[src/rtl/flash_erase_pkg.sv]
package flash_erase_pkg;
  localparam int unsigned NUM_SECT = 16;
  localparam int unsigned UNITS    = NUM_SECT + 1;
  localparam int unsigned UNIT_W   = $clog2(UNITS);
  localparam int unsigned CMD_BYTES = 4;
  localparam logic [7:0] OP_SECT_ERASE = 8'h7C;

  function automatic logic [7:0] chip_seq_byte(input int unsigned idx);
    case (idx)
      0:       return 8'hC7;
      1:       return 8'h94;
      2:       return 8'h80;
      default: return 8'h9A;
    endcase
  endfunction
endpackage

[src/rtl/spi_byte_rx.sv]
module spi_byte_rx (
  input  logic       clk_i,
  input  logic       rst_ni,
  input  logic       sclk_i,
  input  logic       cs_ni,
  input  logic       mosi_i,
  output logic       byte_vld_o,
  output logic [7:0] byte_o,
  output logic       partial_o,
  output logic       sel_o,
  output logic       cs_rise_o
);
  logic [1:0] sclk_q, cs_q;
  logic       mosi_q;
  logic [2:0] bit_cnt_q;
  logic [6:0] shift_q;
  logic       sclk_rise;

  always_ff @(posedge clk_i or negedge rst_ni) begin
    if (!rst_ni) begin
      sclk_q <= 2'b00;
      cs_q   <= 2'b11;
      mosi_q <= 1'b0;
    end else begin
      sclk_q <= {sclk_q[0], sclk_i};
      cs_q   <= {cs_q[0], cs_ni};
      mosi_q <= mosi_i;
    end
  end

  assign sclk_rise = sclk_q[0] & ~sclk_q[1];
  assign sel_o     = ~cs_q[0];
  assign cs_rise_o = cs_q[0] & ~cs_q[1];
  assign partial_o = (bit_cnt_q != 3'd0);

  always_ff @(posedge clk_i or negedge rst_ni) begin
    if (!rst_ni) begin
      bit_cnt_q  <= '0;
      shift_q    <= '0;
      byte_vld_o <= 1'b0;
      byte_o     <= '0;
    end else begin
      byte_vld_o <= 1'b0;
      if (!sel_o) begin
        bit_cnt_q <= '0;
      end else if (sclk_rise) begin
        shift_q   <= {shift_q[5:0], mosi_q};
        bit_cnt_q <= bit_cnt_q + 3'd1;
        if (bit_cnt_q == 3'd7) begin
          byte_vld_o <= 1'b1;
          byte_o     <= {shift_q, mosi_q};
        end
      end
    end
  end

  a_r5_byte_needs_sel: assert property (@(posedge clk_i) disable iff (!rst_ni)
    byte_vld_o |-> $past(sel_o));
endmodule

[src/rtl/erase_cmd_parser.sv]
module erase_cmd_parser
  import flash_erase_pkg::*;
(
  input  logic             clk_i,
  input  logic             rst_ni,
  input  logic             byte_vld_i,
  input  logic [7:0]       byte_i,
  input  logic             partial_i,
  input  logic             sel_i,
  input  logic             cs_rise_i,
  input  logic             busy_i,
  input  logic             page_bin_i,
  input  logic [UNITS-1:0] prot_i,
  output logic             req_o,
  output logic             chip_o,
  output logic [UNITS-1:0] mask_o
);
  logic [7:0]       cmd_q [CMD_BYTES];
  logic [2:0]       cnt_q;
  logic             taint_q;
  logic [3:0]       sect;
  logic [4:0]       sub_off;
  logic [UNIT_W-1:0] unit_idx;
  logic [UNITS-1:0] unit_oh, next_mask;
  logic             is_sect, is_chip, chip_match, fire;

  for (genvar g = 0; g < CMD_BYTES; g++) begin : g_store
    always_ff @(posedge clk_i or negedge rst_ni) begin
      if (!rst_ni) cmd_q[g] <= '0;
      else if (byte_vld_i && cnt_q == 3'(g)) cmd_q[g] <= byte_i;
    end
  end

  // byte count saturates one past a full command; taint marks overlap with busy
  always_ff @(posedge clk_i or negedge rst_ni) begin
    if (!rst_ni) begin
      cnt_q   <= '0;
      taint_q <= 1'b0;
    end else if (!sel_i) begin
      cnt_q   <= '0;
      taint_q <= 1'b0;
    end else begin
      if (byte_vld_i && cnt_q != 3'd5) cnt_q <= cnt_q + 3'd1;
      if (busy_i) taint_q <= 1'b1;
    end
  end

  always_comb begin
    if (page_bin_i) begin
      sect    = cmd_q[1][3:0];
      sub_off = cmd_q[2][7:3];
    end else begin
      sect    = cmd_q[1][4:1];
      sub_off = {cmd_q[1][0], cmd_q[2][7:4]};
    end
    if (sect == 4'd0) unit_idx = {4'd0, (sub_off != 5'd0)};
    else              unit_idx = {1'b0, sect} + 5'd1;
    unit_oh = UNITS'(1) << unit_idx;

    chip_match = 1'b1;
    for (int i = 0; i < CMD_BYTES; i++)
      if (cmd_q[i] != chip_seq_byte(i)) chip_match = 1'b0;

    is_sect = (cnt_q == 3'd4) && !partial_i && (cmd_q[0] == OP_SECT_ERASE);
    is_chip = (cnt_q >= 3'd4) && chip_match;

    if (is_chip)      next_mask = ~prot_i;
    else if (is_sect) next_mask = unit_oh & ~prot_i;
    else              next_mask = '0;

    fire = cs_rise_i && !taint_q && !busy_i && (next_mask != '0);
  end

  always_ff @(posedge clk_i or negedge rst_ni) begin
    if (!rst_ni) begin
      req_o  <= 1'b0;
      chip_o <= 1'b0;
      mask_o <= '0;
    end else begin
      req_o  <= fire;
      chip_o <= fire && is_chip;
      mask_o <= fire ? next_mask : '0;
    end
  end

  a_r5_single_pulse: assert property (@(posedge clk_i) disable iff (!rst_ni)
    req_o |=> !req_o);
  a_r5_sector_onehot: assert property (@(posedge clk_i) disable iff (!rst_ni)
    (req_o && !chip_o) |-> ($countones(mask_o) == 1));
  a_r1_mask_idle: assert property (@(posedge clk_i) disable iff (!rst_ni)
    !req_o |-> (mask_o == '0));
  a_r8_no_protected_unit: assert property (@(posedge clk_i) disable iff (!rst_ni)
    req_o |-> ((mask_o & $past(prot_i)) == '0));
  a_r5_after_release: assert property (@(posedge clk_i) disable iff (!rst_ni)
    req_o |-> !sel_i);
endmodule

[src/rtl/erase_busy_timer.sv]
module erase_busy_timer #(
  parameter int unsigned CYC_SECT = 1000,
  parameter int unsigned CYC_CHIP = 8000
) (
  input  logic clk_i,
  input  logic rst_ni,
  input  logic start_i,
  input  logic chip_i,
  output logic busy_o
);
  localparam int unsigned CYC_MAX = (CYC_CHIP > CYC_SECT) ? CYC_CHIP : CYC_SECT;
  localparam int unsigned CNT_W   = $clog2(CYC_MAX + 1);

  logic [CNT_W-1:0] cnt_q;

  always_ff @(posedge clk_i or negedge rst_ni) begin
    if (!rst_ni)            cnt_q <= '0;
    else if (start_i)       cnt_q <= chip_i ? CNT_W'(CYC_CHIP) : CNT_W'(CYC_SECT);
    else if (cnt_q != '0)   cnt_q <= cnt_q - CNT_W'(1);
  end

  assign busy_o = (cnt_q != '0);

  a_r9_busy_follows_start: assert property (@(posedge clk_i) disable iff (!rst_ni)
    start_i |=> busy_o);
  a_r10_start_when_idle: assert property (@(posedge clk_i) disable iff (!rst_ni)
    start_i |-> !busy_o);
endmodule

[src/rtl/flash_erase_decoder.sv]
module flash_erase_decoder
  import flash_erase_pkg::*;
#(
  parameter int unsigned ERASE_CYC_SECT = 1000,
  parameter int unsigned ERASE_CYC_CHIP = 8000
) (
  input  logic             clk_i,
  input  logic             rst_ni,
  input  logic             sclk_i,
  input  logic             cs_ni,
  input  logic             mosi_i,
  input  logic             page_bin_i,
  input  logic [UNITS-1:0] prot_i,
  output logic             erase_req_o,
  output logic             erase_chip_o,
  output logic [UNITS-1:0] erase_mask_o,
  output logic             busy_o
);
  logic       byte_vld, partial, sel, cs_rise;
  logic [7:0] rx_byte;

  spi_byte_rx i_rx (
    .clk_i, .rst_ni, .sclk_i, .cs_ni, .mosi_i,
    .byte_vld_o(byte_vld), .byte_o(rx_byte), .partial_o(partial),
    .sel_o(sel), .cs_rise_o(cs_rise)
  );

  erase_cmd_parser i_parser (
    .clk_i, .rst_ni,
    .byte_vld_i(byte_vld), .byte_i(rx_byte), .partial_i(partial),
    .sel_i(sel), .cs_rise_i(cs_rise), .busy_i(busy_o),
    .page_bin_i, .prot_i,
    .req_o(erase_req_o), .chip_o(erase_chip_o), .mask_o(erase_mask_o)
  );

  erase_busy_timer #(.CYC_SECT(ERASE_CYC_SECT), .CYC_CHIP(ERASE_CYC_CHIP)) i_timer (
    .clk_i, .rst_ni, .start_i(erase_req_o), .chip_i(erase_chip_o), .busy_o
  );

  a_r10_no_req_while_busy: assert property (@(posedge clk_i) disable iff (!rst_ni)
    busy_o |=> !erase_req_o);
endmodule

[config.mk]
export PLATFORM = sky130hd
export DESIGN_NAME = flash_erase_decoder
export DESIGN_NICKNAME = d
export VERILOG_FILES = /design/src/rtl/flash_erase_pkg.sv /design/src/rtl/spi_byte_rx.sv /design/src/rtl/erase_cmd_parser.sv /design/src/rtl/erase_busy_timer.sv /design/src/rtl/flash_erase_decoder.sv
export SDC_FILE = /design/constraint.sdc
export NUM_CORES = 1
export LEC_CHECK = 0
export ABC_CLOCK_PERIOD_IN_PS = 8300
export BUFFER_PORTS_ARGS = -buffer_cell sky130_fd_sc_hd__buf_4
export CAP_MARGIN = 20
export CORE_AREA = 2 2 86 88
export CTS_CLUSTER_SIZE = 12
export DETAILED_ROUTE_END_ITERATION = 7
export DIE_AREA = 0 0 88 90
export PLACE_DENSITY = 0.94
export SLEW_MARGIN = 25
export SYNTH_ARGS = -nofsm -noshare
export SYNTH_HDL_FRONTEND = slang
export SYNTH_SLANG_ARGS = --single-unit
[constraint.sdc]
create_clock -name clk_i -period 8.3 [get_ports clk_i]
set_clock_uncertainty 0.2 [all_clocks]
set_input_delay 1.66 -clock clk_i [delete_from_list [all_inputs] [get_ports clk_i]]
set_output_delay 1.66 -clock clk_i [all_outputs]
set_load 0.01 [all_outputs]
Word-level counts from Yosys, hierarchy flattened
Cells that the tools add are included.
{"block": "totals", "output_inout_bits": 20, "elab_cells": 90, "in_bits": 23, "reg_bits": 92}
{"block": "classes", "bitwise": 7, "addsub": 4, "n_reduce_logical": 27, "n_eq_ne": 11, "shifts": 1, "magnitude_cmp": 1, "muxes": 22}
{"operator": "$mux W17", "n": 3}
{"operator": "$mux W13", "n": 3}
{"operator": "$ne A8 B8 Y1 const B", "n": 4}
{"operator": "$and A17 B17 Y17", "n": 1}
{"operator": "$not A17 Y17", "n": 1}
{"operator": "$reduce_bool A17 Y1", "n": 1}
{"operator": "$shl A1 B5 Y17 const A", "n": 1}
{"operator": "$reduce_bool A13 Y1", "n": 1}
{"operator": "$sub A13 B1 Y13 const B", "n": 1}
{"operator": "$logic_and A1 B1 Y1", "n": 12}
{"operator": "$mux W3", "n": 4}
{"operator": "$mux W5", "n": 2}
{"operator": "$mux W1", "n": 9}
{"operator": "$eq A8 B7 Y1 const B", "n": 1}
{"operator": "$reduce_bool A2 Y1", "n": 4}
{"operator": "$add A3 B1 Y3 const B", "n": 2}
{"operator": "$eq A3 B2 Y1 const B", "n": 2}
{"operator": "$eq A3 B3 Y1 const B", "n": 2}
{"operator": "$add A4 B1 Y5 const B", "n": 1}
{"operator": "$reduce_bool A5 Y1", "n": 1}
{"operator": "$logic_not A4 Y1", "n": 1}
{"operator": "$mux W4", "n": 1}
{"operator": "$eq A3 B1 Y1 const B", "n": 1}
{"operator": "$ge A3 B3 Y1 const B", "n": 1}
{"operator": "8 further kinds", "n": 13}

Logic depth before layout (Yosys ltp)
{"block": "logic_depth", "word_depth": 10, "ltp_mapped": 12, "depth_no_buf": 10}

Cells and area by module
Synthesis repeated with hierarchy kept, for this count alone.
{"block": "hier_totals", "cells_unflattened": 348, "area_unflattened_um2": 4344.2}
{"mod": "erase_cmd_parser", "instances": 1, "seq_area_each_um2": 1376.3, "cells_each": 218, "area_per_inst_um2": 2662.6}
{"mod": "spi_byte_rx", "instances": 1, "seq_area_each_um2": 603.1, "cells_each": 58, "area_per_inst_um2": 925.9}
{"mod": "erase_busy_timer", "instances": 1, "seq_area_each_um2": 325.3, "cells_each": 72, "area_per_inst_um2": 755.7}

Worst setup path after synthesis
No wires, ideal clock.
{"block": "synth_timing", "path_kind": "input -> register", "start": "input page_bin_i", "end": "register i_parser.chip_o", "cell_stages": 11, "path_buffers": 2, "setup_ns": 0.137, "arrival_ns": 3.861, "required_time_ns": 7.963, "path_slack_ns": 4.101, "cell_sequence": "buf_2 > mux2i_1 > ha_1 > nor2b_1 > o21ai_0 > a22o_1 > buf_1 > a31oi_1 > o22ai_1 > nor4_1 > a21oi_1"}
{"block": "synth_via", "elab_chain_cells": 10, "elab_cells_between_ends": 13, "cone_classes": "1 x add/sub; 1 x shift; 5 x mux; 1 x bitwise; 5 x reduce/logical"}
{"item": "start: declaration", "line_no": "flash_erase_decoder.sv:12", "rtl": "input logic page_bin_i,"}
{"item": "$mux W4 / $mux W5 (equally long branches)", "line_no": "erase_cmd_parser.sv:49", "rtl": "if (page_bin_i) begin"}
{"item": "$add A4 B1 Y5 (tied with other cells)", "line_no": "erase_cmd_parser.sv:57", "rtl": "else unit_idx = {1'b0, sect} + 5'd1;"}
{"item": "$mux W5 (*)", "line_no": "erase_cmd_parser.sv:56", "rtl": "if (sect == 4'd0) unit_idx = {4'd0, (sub_off != 5'd0)};"}
{"item": "$shl A1 B5 Y17 (*)", "line_no": "erase_cmd_parser.sv:58", "rtl": "unit_oh = UNITS'(1) << unit_idx;"}
{"item": "$and A17 B17 Y17 (*)", "line_no": "erase_cmd_parser.sv:68", "rtl": "else if (is_sect) next_mask = unit_oh & ~prot_i;"}
{"item": "$mux W17 (*)", "line_no": "erase_cmd_parser.sv:68"}
{"item": "$mux W17 (*)", "line_no": "erase_cmd_parser.sv:67", "rtl": "if (is_chip) next_mask = ~prot_i;"}
{"item": "$reduce_bool A17 Y1 (*)", "line_no": "erase_cmd_parser.sv:71", "rtl": "fire = cs_rise_i && !taint_q && !busy_i && (next_mask != '0);"}
{"item": "$logic_and A1 B1 Y1 (*)", "line_no": "erase_cmd_parser.sv:71"}
{"item": "$logic_and A1 B1 Y1 (*)", "line_no": "erase_cmd_parser.sv:81", "rtl": "chip_o <= fire && is_chip;"}
{"item": "end signal: assignment", "line_no": "erase_cmd_parser.sv:81"}
{"item": "end: declaration", "line_no": "erase_cmd_parser.sv:15", "rtl": "output logic chip_o,"}
Mark *: on every way between the ends. The rest lies on a longest branch, timed or not.
A chain may end at the register's enable or synchronous reset.

Final worst setup path
{"block": "layout_timing", "start": "input page_bin_i", "end": "register i_parser.req_o"}
{"block": "layout_via", "elab_chain_cells": 9, "elab_cells_between_ends": 12, "cone_classes": "1 x add/sub; 1 x shift; 5 x mux; 1 x bitwise; 4 x reduce/logical"}
{"item": "$mux W4 / $mux W5 (equally long branches)", "line_no": "erase_cmd_parser.sv:49"}
{"item": "$add A4 B1 Y5 (tied with other cells)", "line_no": "erase_cmd_parser.sv:57"}
{"item": "$mux W5 (*)", "line_no": "erase_cmd_parser.sv:56"}
{"item": "$shl A1 B5 Y17 (*)", "line_no": "erase_cmd_parser.sv:58"}
{"item": "$and A17 B17 Y17 (*)", "line_no": "erase_cmd_parser.sv:68"}
{"item": "$mux W17 (*)", "line_no": "erase_cmd_parser.sv:68"}
{"item": "$mux W17 (*)", "line_no": "erase_cmd_parser.sv:67"}
{"item": "$reduce_bool A17 Y1 (*)", "line_no": "erase_cmd_parser.sv:71"}
{"item": "$logic_and A1 B1 Y1 (*)", "line_no": "erase_cmd_parser.sv:71"}
{"item": "via i_parser.fire", "line_no": "erase_cmd_parser.sv:25", "rtl": "logic is_sect, is_chip, chip_match, fire;"}
{"item": "end signal: assignment", "line_no": "erase_cmd_parser.sv:80", "rtl": "req_o <= fire;"}
{"item": "end: declaration", "line_no": "erase_cmd_parser.sv:14", "rtl": "output logic req_o,"}
The timed path passes the listed nets; every way through them passes the cells marked *.

==> results_dict.tcl <==
set metrics [dict create \
    clock_sinks 92 \
    hp-class "reg -> reg" \
    timing.fmax_ghz 0.2347 \
    endpoint "i_parser.req_o" \
    cts_setup_buffers 0 \
    netlist_instances 364 \
    cts_made_buffers 9 \
    cts_tree "built" \
    synth_seq_area_share_pct 53.16 \
    outcome "complete, no violations" \
    drt_iter0_markers 134 \
    r2r-start "i_parser.cmd_q[16]" \
    arrival_ns 4.29 \
    post_cts_resized 0 \
    dpl.cell_count 492 \
    start_kind "primary input" \
    synth_edf_count 0 \
    synth_top_flop_cell "dfrtp_1" \
    ir_drop_mv 0.1839 \
    vias 3047 \
    finalCritPeriodShare_pct 51.33 \
    setup_viol 0 \
    drive_gt1_share_pct 29.83 \
    die_x_um 88 \
    synth_top_area_share_pct 51.95 \
    ios 43 \
    drc 0 \
    ys_ff_latch 92 \
    area_growth_pct 13.85 \
    grtUsageTotal_pct 22.90 \
    rsz0062_at_grt "false" \
    antenna_found_initial 0 \
    yosys-top-cells-area "dfrtp_1 52%, mux2_2 12%, ha_1 3.2%" \
    wirelength_um 8547 \
    rows 31 \
    tns_ns 0 \
    grt_pass1_wl_um 14220 \
    tightest_slew_ns 1.114 \
    p_leak_nw 2.282 \
    grt_start_max_net_pins 93 \
    syn-cell-area_um2 4335 \
    htree_levels 3 \
    fin_nets 438 \
    root_buffer "clkbuf_8" \
    postSynthAreaPerCell_um2 11.91 \
    grt-ovfl-total 0 \
    endpoint_kind "register" \
    r2r_end "i_parser.req_o" \
    nFillCells 476 \
    clk_latency_ns 0.36 \
    synth_warnings 0 \
    setup_ws_ns 4.039 \
    reg2reg_setup_slack_ns 5.10 \
    grt_pass1_vias 3060 \
    wl_per_cell_um 16.82 \
    yosys.cell_count.top_type "dfrtp_1" \
    hold_viol_final 0 \
    power.density_nw_per_um2 200.0 \
    synth_area_leader_cell "dfrtp_1" \
    place_hpwl_um 5997 \
    stdcell_count 508 \
    routabilityCongestion 0.9243 \
    viasPerCell 5.998 \
    syn_nets 398 \
    post-place-ws_ns 3.754 \
    criticalPathCategory "in -> reg" \
    reg2reg_depth 9 \
    drv_cap 0 \
    antenna-diode-count 0 \
    io_buffer_count 42 \
    dieArea_um2 7920 \
    worstSetupStartpoint "page_bin_i" \
    clk_path_buf_depth 2 \
    fin_crit_ns 4.261 \
    ant_nets 0 \
    synth_common_cells "90 x dfrtp_1, 47 x mux2_2, 21 x nor2_1" \
    core_area_um2 7020 \
    worstPathRequired_ns 8.33 \
    timing.slew.headroom_pct 25.23 \
    cp_max_fo 13 \
    die_y_um 90 \
    hold_buffers 0 \
    slew_violations 0 \
    drtPass1Iterations 4 \
    clk_pin_slew_worst_paths_ns 0.09 \
    async_flop_share_pct 100.0 \
    ys_types 55 \
    initial_core_util_pct 61.75 \
]
how the worst min path moves through the flow:
stage	depth (start not counted)	to	start
final	0	i_rx.sclk_q[1]	i_rx.sclk_q[0]
after global routing	0	i_rx.sclk_q[1]	i_rx.sclk_q[0]
after CTS	0	i_rx.sclk_q[1]	i_rx.sclk_q[0]
after detailed placement	0	i_rx.sclk_q[1]	i_rx.sclk_q[0]
after global placement	0	i_rx.sclk_q[1]	i_rx.sclk_q[0]
after floorplan	0	i_rx.cs_q[1]	i_rx.cs_q[0]
cell families (layout without fill, tap and decap cells):
family | count (synthesis) | in the layout | share of synthesized area [%]
mux | 56 | 56 | 14.29
flops | 92 | 92 | 53.16
simple gates | 110 | 110 | 15.61
fa+ha+maj | 11 | 11 | 3.175
compound gates | 60 | 60 | 9.091
buf+inv | 25 | 70 | 2.655
xor+xnor | 10 | 10 | 2.020
flip-flops by register name, indices dropped and copies added (netlist names), 3 cells and up:
| signal | cells |
|---|---|
| i_parser.cmd_q | 32 |
| i_parser.mask_o | 17 |
| i_rx.bit_cnt_q | 3 |
| i_rx.shift_q | 7 |
| i_parser.cnt_q | 3 |
| i_timer.cnt_q | 13 |
| i_rx.byte_o | 8 |
cell usage in the layout (no fill, tap or decap), types with 3 or more instances in the layout:
cell type,count
nor3_2,9
xnor2_1,8
clkbuf_8,9
mux2i_1,9
nor4_1,4
nor3_1,14
inv_1,12
a21oi_1,14
buf_4,41
ha_1,11
dfrtp_1,90
a31oi_1,9
nor3b_1,3
nand2_1,14
inv_6,3
nand4_1,5
nand2b_1,9
a211oi_1,3
o21ai_0,9
nor4b_1,3
o22ai_1,6
nor2_1,21
nand3_1,3
a41oi_1,5
nor2b_1,5
mux2_2,47
stage by stage:
step / instance area [µm²] / hold WS [ns] / utilization (%) / power (mW)
detailed placement: 4708 / 0.1710 / 67.06 / 0.6606
global route: 4936 / 0.2127 / 70.31 / 1.033
finish: 4936 / 0.1874 / 70.31 / 0.9874
floorplan: 4335 / 0.1533 / - / 0.6164
global placement: 4705 / 0.1639 / 67.01 / 0.6490
CTS: 4930 / 0.1916 / 70.22 / 0.9924
layout make-up:
type | instances | area (µm²) | share of cell area (%)
Sequential cell | 92 | 2305 | 46.69
Multi-Input combinational cell | 247 | 1922 | 38.94
Tap cell | 99 | 123.9 | 2.510
Inverter | 12 | 45.04 | 0.9125
Clock buffer | 10 | 127.6 | 2.586
Clock inverter | 6 | 93.84 | 1.901
Timing Repair Buffer | 42 | 319.1 | 6.464
power breakdown:
group / switching, mW / total (mW) / internal (mW)
combinational: 0.0557 / 0.117 / 0.0611
clock: 0.161 / 0.334 / 0.173
sequential: 0.0425 / 0.537 / 0.494
total: 0.259 / 0.987 / 0.728
critical path: stages:
cell and delay (ns):
buf_4 0.18, mux2i_1 0.36, ha_1 0.22, nor2b_1 0.28, o21ai_0 0.17, a22o_1 0.41
a41oi_1 0.36, o22ai_1 0.15, a211oi_1 0.37, a21oi_1 0.13
metal layers:
metal  wire, µm  GRT usage [%]
met5          0              0
met3        525          3.949
met1       3598          29.63
met4        171          9.487
met2       4252          37.75
Power figures use the tool's default switching activity.
